$ cat config.mk
export PLATFORM = sky130hd
export DESIGN_NAME = ycc422_encoder
export DESIGN_NICKNAME = d
export VERILOG_FILES = /design/src/rtl/ycc_pkg.sv /design/src/rtl/ycc_rst_sync.sv /design/src/rtl/ycc_sync_delay.sv /design/src/rtl/ycc_matrix.sv /design/src/rtl/ycc_pack.sv /design/src/rtl/ycc422_encoder.sv
export SDC_FILE = /design/constraint.sdc
export NUM_CORES = 1
export LEC_CHECK = 0
export ABC_AREA = 1
export BUFFER_PORTS_ARGS = -buffer_cell sky130_fd_sc_hd__buf_4
export CAP_MARGIN = 20
export CORE_ASPECT_RATIO = 1.25
export CORE_MARGIN = 5
export CORE_UTILIZATION = 70
export DETAILED_ROUTE_END_ITERATION = 16
export GPL_TIMING_DRIVEN = 0
export HOLD_SLACK_MARGIN = 0.08
export PLACE_DENSITY = 0.93
export SYNTH_ARGS = -nofsm -noshare
export SYNTH_HDL_FRONTEND = slang
export SYNTH_SLANG_ARGS = --single-unit
$ cat constraint.sdc
create_clock -name clk -period 7.65 [get_ports clk]
set_input_delay 0 -clock clk [delete_from_list [all_inputs] [get_ports clk]]
set_output_delay 0 -clock clk [all_outputs]
set_load 0.005 [all_outputs]
$ cat src/rtl/ycc_pkg.sv
`timescale 1ns/1ps
package ycc_pkg;
  localparam int unsigned CW   = 8;            // bits per component
  localparam int unsigned FRAC = 8;            // fractional bits of weights
  localparam int unsigned AW   = 2*CW + 4;     // accumulator width
  localparam int unsigned LAT  = 3;            // pipeline latency in clocks
  localparam int unsigned HALF = 1 << (FRAC-1);

  localparam int Y_OFS = 16;
  localparam int C_OFS = 128;
  localparam int Y_MIN = 16;
  localparam int Y_MAX = 235;
  localparam int C_MIN = 16;
  localparam int C_MAX = 240;

  // BT.709 limited-range weights scaled by 2**FRAC
  localparam int KY_R = 47,  KY_G = 157,  KY_B = 16;
  localparam int KB_R = -26, KB_G = -86,  KB_B = 112;
  localparam int KR_R = 112, KR_G = -102, KR_B = -10;

  typedef logic [CW-1:0]        comp_t;
  typedef logic signed [AW-1:0] acc_t;

  typedef struct packed {
    acc_t y;
    acc_t cb;
    acc_t cr;
  } acc3_t;

  typedef struct packed {
    comp_t y;
    comp_t cb;
    comp_t cr;
  } ycc_t;

  localparam logic [2*CW-1:0] BLANK = {comp_t'(Y_OFS), comp_t'(C_OFS)};

  function automatic acc_t mac3(int kr, int kg, int kb, int ofs,
                                comp_t r, comp_t g, comp_t b);
    int s;
    s = kr*int'(r) + kg*int'(g) + kb*int'(b) + (ofs << FRAC) + int'(HALF);
    return acc_t'(s);
  endfunction

  function automatic comp_t clip(acc_t a, int lo, int hi);
    int s;
    s = int'(a >>> FRAC);
    if (s < lo)      s = lo;
    else if (s > hi) s = hi;
    return comp_t'(s);
  endfunction

  function automatic comp_t mean2(comp_t a, comp_t b);
    logic [CW:0] s;
    s = {1'b0, a} + {1'b0, b} + (CW+1)'(1);
    return s[CW:1];
  endfunction
endpackage

$ cat src/rtl/ycc_rst_sync.sv
`timescale 1ns/1ps
module ycc_rst_sync #(
  parameter int unsigned STAGES = 2
) (
  input  logic clk,
  input  logic rst_n,
  output logic rst_q_n
);
  logic [STAGES-1:0] sh_q, sh_n;

  always_comb sh_n = {sh_q[STAGES-2:0], 1'b1};

  always_ff @(posedge clk or negedge rst_n) begin
    if (!rst_n) sh_q <= '0;
    else        sh_q <= sh_n;
  end

  assign rst_q_n = sh_q[STAGES-1];
endmodule

$ cat src/rtl/ycc_sync_delay.sv
`timescale 1ns/1ps
module ycc_sync_delay #(
  parameter int unsigned W     = 3,
  parameter int unsigned DEPTH = 3
) (
  input  logic         clk,
  input  logic         rst_n,
  input  logic [W-1:0] d,
  output logic [W-1:0] q
);
  for (genvar i = 0; i < DEPTH; i++) begin : g_stg
    logic [W-1:0] q_r;
    if (i == 0) begin : g_head
      always_ff @(posedge clk or negedge rst_n) begin
        if (!rst_n) q_r <= '0;
        else        q_r <= d;
      end
    end else begin : g_tail
      always_ff @(posedge clk or negedge rst_n) begin
        if (!rst_n) q_r <= '0;
        else        q_r <= g_stg[i-1].q_r;
      end
    end
  end

  assign q = g_stg[DEPTH-1].q_r;
endmodule

$ cat src/rtl/ycc_matrix.sv
`timescale 1ns/1ps
module ycc_matrix
  import ycc_pkg::*;
(
  input  logic            clk,
  input  logic            rst_n,
  input  logic [3*CW-1:0] pix_i,
  input  logic            de_i,
  output acc3_t           acc_o,
  output logic            de_o,
  output logic            ph_o
);
  comp_t r, g, b;
  acc3_t acc_n;
  logic  run_q, run_n;   // phase of the next active pixel

  // lanes packed red, blue, green from the top
  assign r = pix_i[3*CW-1:2*CW];
  assign b = pix_i[2*CW-1:CW];
  assign g = pix_i[CW-1:0];

  always_comb begin
    acc_n.y  = mac3(KY_R, KY_G, KY_B, Y_OFS, r, g, b);
    acc_n.cb = mac3(KB_R, KB_G, KB_B, C_OFS, r, g, b);
    acc_n.cr = mac3(KR_R, KR_G, KR_B, C_OFS, r, g, b);
    run_n    = de_i ? ~run_q : 1'b0;
  end

  always_ff @(posedge clk or negedge rst_n) begin
    if (!rst_n) begin
      acc_o <= '0;
      de_o  <= 1'b0;
      ph_o  <= 1'b0;
      run_q <= 1'b0;
    end else begin
      acc_o <= acc_n;
      de_o  <= de_i;
      ph_o  <= run_q;
      run_q <= run_n;
    end
  end
endmodule

$ cat src/rtl/ycc_pack.sv
`timescale 1ns/1ps
module ycc_pack
  import ycc_pkg::*;
(
  input  logic            clk,
  input  logic            rst_n,
  input  acc3_t           acc_i,
  input  logic            de_i,
  input  logic            ph_i,
  output logic [2*CW-1:0] word_o
);
  ycc_t  cur, s2_q, s2_n;
  logic  de2_q, de2_n, ph2_q, ph2_n;
  comp_t crh_q, crh_n;
  comp_t avg_cb, avg_cr;
  logic [2*CW-1:0] word_n;

  // clamp of the pixel one step behind s2 (the look-ahead partner)
  always_comb begin
    cur.y  = clip(acc_i.y,  Y_MIN, Y_MAX);
    cur.cb = clip(acc_i.cb, C_MIN, C_MAX);
    cur.cr = clip(acc_i.cr, C_MIN, C_MAX);
  end

  assign avg_cb = mean2(s2_q.cb, cur.cb);
  assign avg_cr = mean2(s2_q.cr, cur.cr);

  always_comb begin
    s2_n   = cur;
    de2_n  = de_i;
    ph2_n  = ph_i;
    crh_n  = crh_q;
    word_n = BLANK;
    if (de2_q) begin
      if (!ph2_q) begin
        word_n = {s2_q.y, de_i ? avg_cb : s2_q.cb};
        crh_n  = avg_cr;
      end else begin
        word_n = {s2_q.y, crh_q};
      end
    end
  end

  always_ff @(posedge clk or negedge rst_n) begin
    if (!rst_n) begin
      s2_q   <= '0;
      de2_q  <= 1'b0;
      ph2_q  <= 1'b0;
      crh_q  <= comp_t'(C_OFS);
      word_o <= BLANK;
    end else begin
      s2_q   <= s2_n;
      de2_q  <= de2_n;
      ph2_q  <= ph2_n;
      crh_q  <= crh_n;
      word_o <= word_n;
    end
  end
endmodule

$ cat src/rtl/ycc422_encoder.sv
`timescale 1ns/1ps
module ycc422_encoder
  import ycc_pkg::*;
(
  input  logic        clk,
  input  logic        rst_n,
  input  logic [23:0] pix_in,
  input  logic        hs_in,
  input  logic        vs_in,
  input  logic        de_in,
  output logic [15:0] yc_out,
  output logic        hs_out,
  output logic        vs_out,
  output logic        de_out
);
  logic  rst_q_n;
  acc3_t acc1;
  logic  de1, ph1;
  logic [2:0] sync_q;

  ycc_rst_sync #(.STAGES(2)) u_rst (
    .clk(clk), .rst_n(rst_n), .rst_q_n(rst_q_n)
  );

  ycc_matrix u_mtx (
    .clk(clk), .rst_n(rst_q_n), .pix_i(pix_in), .de_i(de_in),
    .acc_o(acc1), .de_o(de1), .ph_o(ph1)
  );

  ycc_pack u_pack (
    .clk(clk), .rst_n(rst_q_n), .acc_i(acc1), .de_i(de1), .ph_i(ph1),
    .word_o(yc_out)
  );

  ycc_sync_delay #(.W(3), .DEPTH(LAT)) u_dly (
    .clk(clk), .rst_n(rst_q_n), .d({hs_in, vs_in, de_in}), .q(sync_q)
  );

  assign {hs_out, vs_out, de_out} = sync_q;
endmodule

==> impl_metrics.toml <==
[global_routing]
grt_max_degree = 64
grt_pass1_wl_um = 48700
globalRouteTotalUtil_pct = 27.6
antenna_found_initial = 0
grt_pass1_vias = 10800
grt_overflow_total = 0

[timing]
period_minus_slack_ps = 5400
holdWs_ps = 262
min_period_over_period_pct = 70.5
fmax_mhz = 185
final-hold-violation-count = 0
maxSlewViolCount = 0
rsz0062_at_grt = "no"
tightest_slew_ps = 616
finalSetupViolCount = 0
finClkSkew_ps = 4.52
worst_slew_margin_rel_pct = 58.6
tns_ps = 0

[placement]
port_buffers = 47
place.gp.congestion = 0.948
place_hpwl_um = 25300
placed_area_um2 = 14000

[logic_synthesis]
yosys_warnings = 0
ys_ff_latch = 95
syn_inst = 1514
synth_edf_count = 0
synthArstFlopShare_pct = 100
synth.distinct_cells = 48
synth_ff_type = "dfrtp_1"
syn_area_per_cell_um2 = 8.82
syn-num-nets = 1965
synthTopCellsByArea = "ha_1 (30%), dfrtp_1 (17%), fa_1 (16%), inv_1 (8.8%), nand2_1 (4.9%)"
yosysSeqAreaShare_pct = 17.8
synth_top_area_cell = "ha_1"
synth_top_area_share_pct = 29.5
syn-cell-area_um2 = 13400

[route]
avgRoutedWirePerCell_um = 16.1
via_per_inst = 5.70
ant_nets = 0
initialDrtViolationCount = 554
vias = 10400
drc = 0
routed_wl_um = 29200
firstDrtPassIters = 5

[cells_and_area]
diodes = 0
finalInstanceArea_um2 = 14400
drive_gt1_share_pct = 6.95
fin_util_pct = 76.6
syn2layout_area_growth_pct = 7.65
final_nets = 2029

[worst_setup_path]
crit_path_end_kind = "flop"
worstSetupPathType = "primary input to flop"
required_ps = 7870
cp_max_fo = 10
start_kind = "primary input"
worstPathArrival_ps = 5620

[status]
status = "finished, final reports clean"

[clock_network]
post_cts_resized = 0
cts.sinks = 95
numCtsBuffers = 9
cts_max_path_buffers = 2
cts_root_buf = "clkbuf_16"
h-tree-depth = 3
cts_tree = "yes"
insertion_delay_ps = 340
clk_pin_slew_ps = 60

[run]
drv_cap = 0

[floorplan]
die_w_um = 134
num_rows = 56
dieArea_um2 = 22000
coreArea_um2 = 18800
ios = 48
start_util_pct = 71.1
dieHeight_um = 164

[worst_hold_path]
hp-class = "flop to async pin"
final timing paths:
check / from / endpoint / slack, ps / cells after the start
max: pix_in[5] / u_mtx.acc_o[18] / 2250 / 22
min: u_rst.sh_q[1] / u_pack.s2_q[13] / 260 / 0
max reg2reg: u_mtx.acc_o[14] / u_pack.crh_q[6] / 5080 / 14
min reg2reg: u_rst.sh_q[1] / u_pack.s2_q[13] / 260 / 0
max in group asynchronous: u_rst.sh_q[1] / u_pack.word_o[7] / 6730 / 1
min in group clk: vs_in / u_dly.g_stg[0].q_r[1] / 320 / 2
sequential cells by signal, indices dropped and copies added (netlist names):
register	count
u_rst.sh_q	2
u_pack.s2_q	24
u_pack.crh_q	8
u_dly.q	3
u_dly.g_stg.q_r	6
u_pack.ph2_q	1
u_mtx.run_q	1
u_pack.word_o	16
u_mtx.acc_o	33
u_mtx.ph_o	1
cell usage after synthesis (4+ instances only):
cell	number
a211oi_1	4
a21o_1	10
a21oi_1	120
a21oi_2	5
a31oi_1	9
dfrtp_1	92
fa_1	107
ha_1	315
inv_1	314
inv_2	4
nand2_1	176
nand2_2	8
nand3_1	40
nand3_2	5
nand4_1	4
nor2_1	82
nor3_1	10
o2111ai_1	6
o21a_1	4
o21ai_0	43
o21ai_1	9
o21bai_1	12
or2_2	6
xnor2_1	25
xor2_1	70
final cells by class:
type	instances	area, um2
Buffer	4	16.3
Clock buffer	10	229
Clock inverter	6	68.8
Fill cell	1236	4400
Inverter	319	1200
Multi-Input combinational cell	1096	9760
Sequential cell	95	2380
Tap cell	232	290
Timing Repair Buffer	53	430
metrics by stage:
stage | cells | setup WS [ps]
2_1_floorplan | 1514 | 2630
3_3_place_gp | 1793 | 2110
3_5_place_dp | 1794 | 1930
4_1_cts | 1815 | 2280
5_1_grt | 1815 | 1900
6_report | 1815 | 2250
repair_timing:
item | 4_1_cts | 5_1_grt
hold buffers | 5 | 0
buffers inserted | 0 | 0
hold endpoints to repair | 6 | 0
worst max-delay path, cell delays in order:
cell and delay, ps:
buf_4 170, ha_1 290, inv_1 50, fa_1 470, fa_1 530, fa_1 540
inv_1 40, ha_1 380, a21o_1 220, nand2_1 60, nand2_1 70, a21oi_1 260
xor2_1 430, fa_1 470, inv_1 70, ha_1 230, ha_1 390, a21oi_1 250
o21ai_0 170, a221oi_1 280, nand2_1 100, xor2_1 140
layout by cell type (no fill, tap or decap), types with 40 or more instances in the layout:
| cell type | instances |
|---|---|
| ha_1 | 315 |
| inv_1 | 314 |
| nand2_1 | 176 |
| a21oi_1 | 120 |
| fa_1 | 107 |
| dfrtp_1 | 91 |
| nor2_1 | 82 |
| xor2_1 | 70 |
| buf_4 | 47 |
| o21ai_0 | 43 |
| nand3_1 | 40 |
routing by layer:
| layer | vias up | share of wire (%) | global-route usage, % | wire, um |
|---|---|---|---|---|
| met4 | 0 | 5.4 | 14.1 | 1590 |
| met3 | 87 | 3.6 | 2.74 | 1050 |
| met2 | 280 | 54 | 53.3 | 15800 |
| li1 | 5028 | - | - | - |
| met5 | - | 0 | 0 | 0 |
| met1 | 4956 | 37 | 29.8 | 10700 |
kinds of logic after synthesis:
logic type	after synthesis	synth area share, %
buffers and inverters	323	9.09
AO/OA/AOI/OAI	240	10.5
other	1	0.0281
adder cells (fa/ha/maj)	422	45.5
flip-flops	95	17.8
XOR/XNOR	95	6.23
AND/OR/NAND/NOR	338	10.7
Power is left out: the tool's default activity adds up to more than one toggle a clock period on the data nets, which glitch-free logic cannot reach.
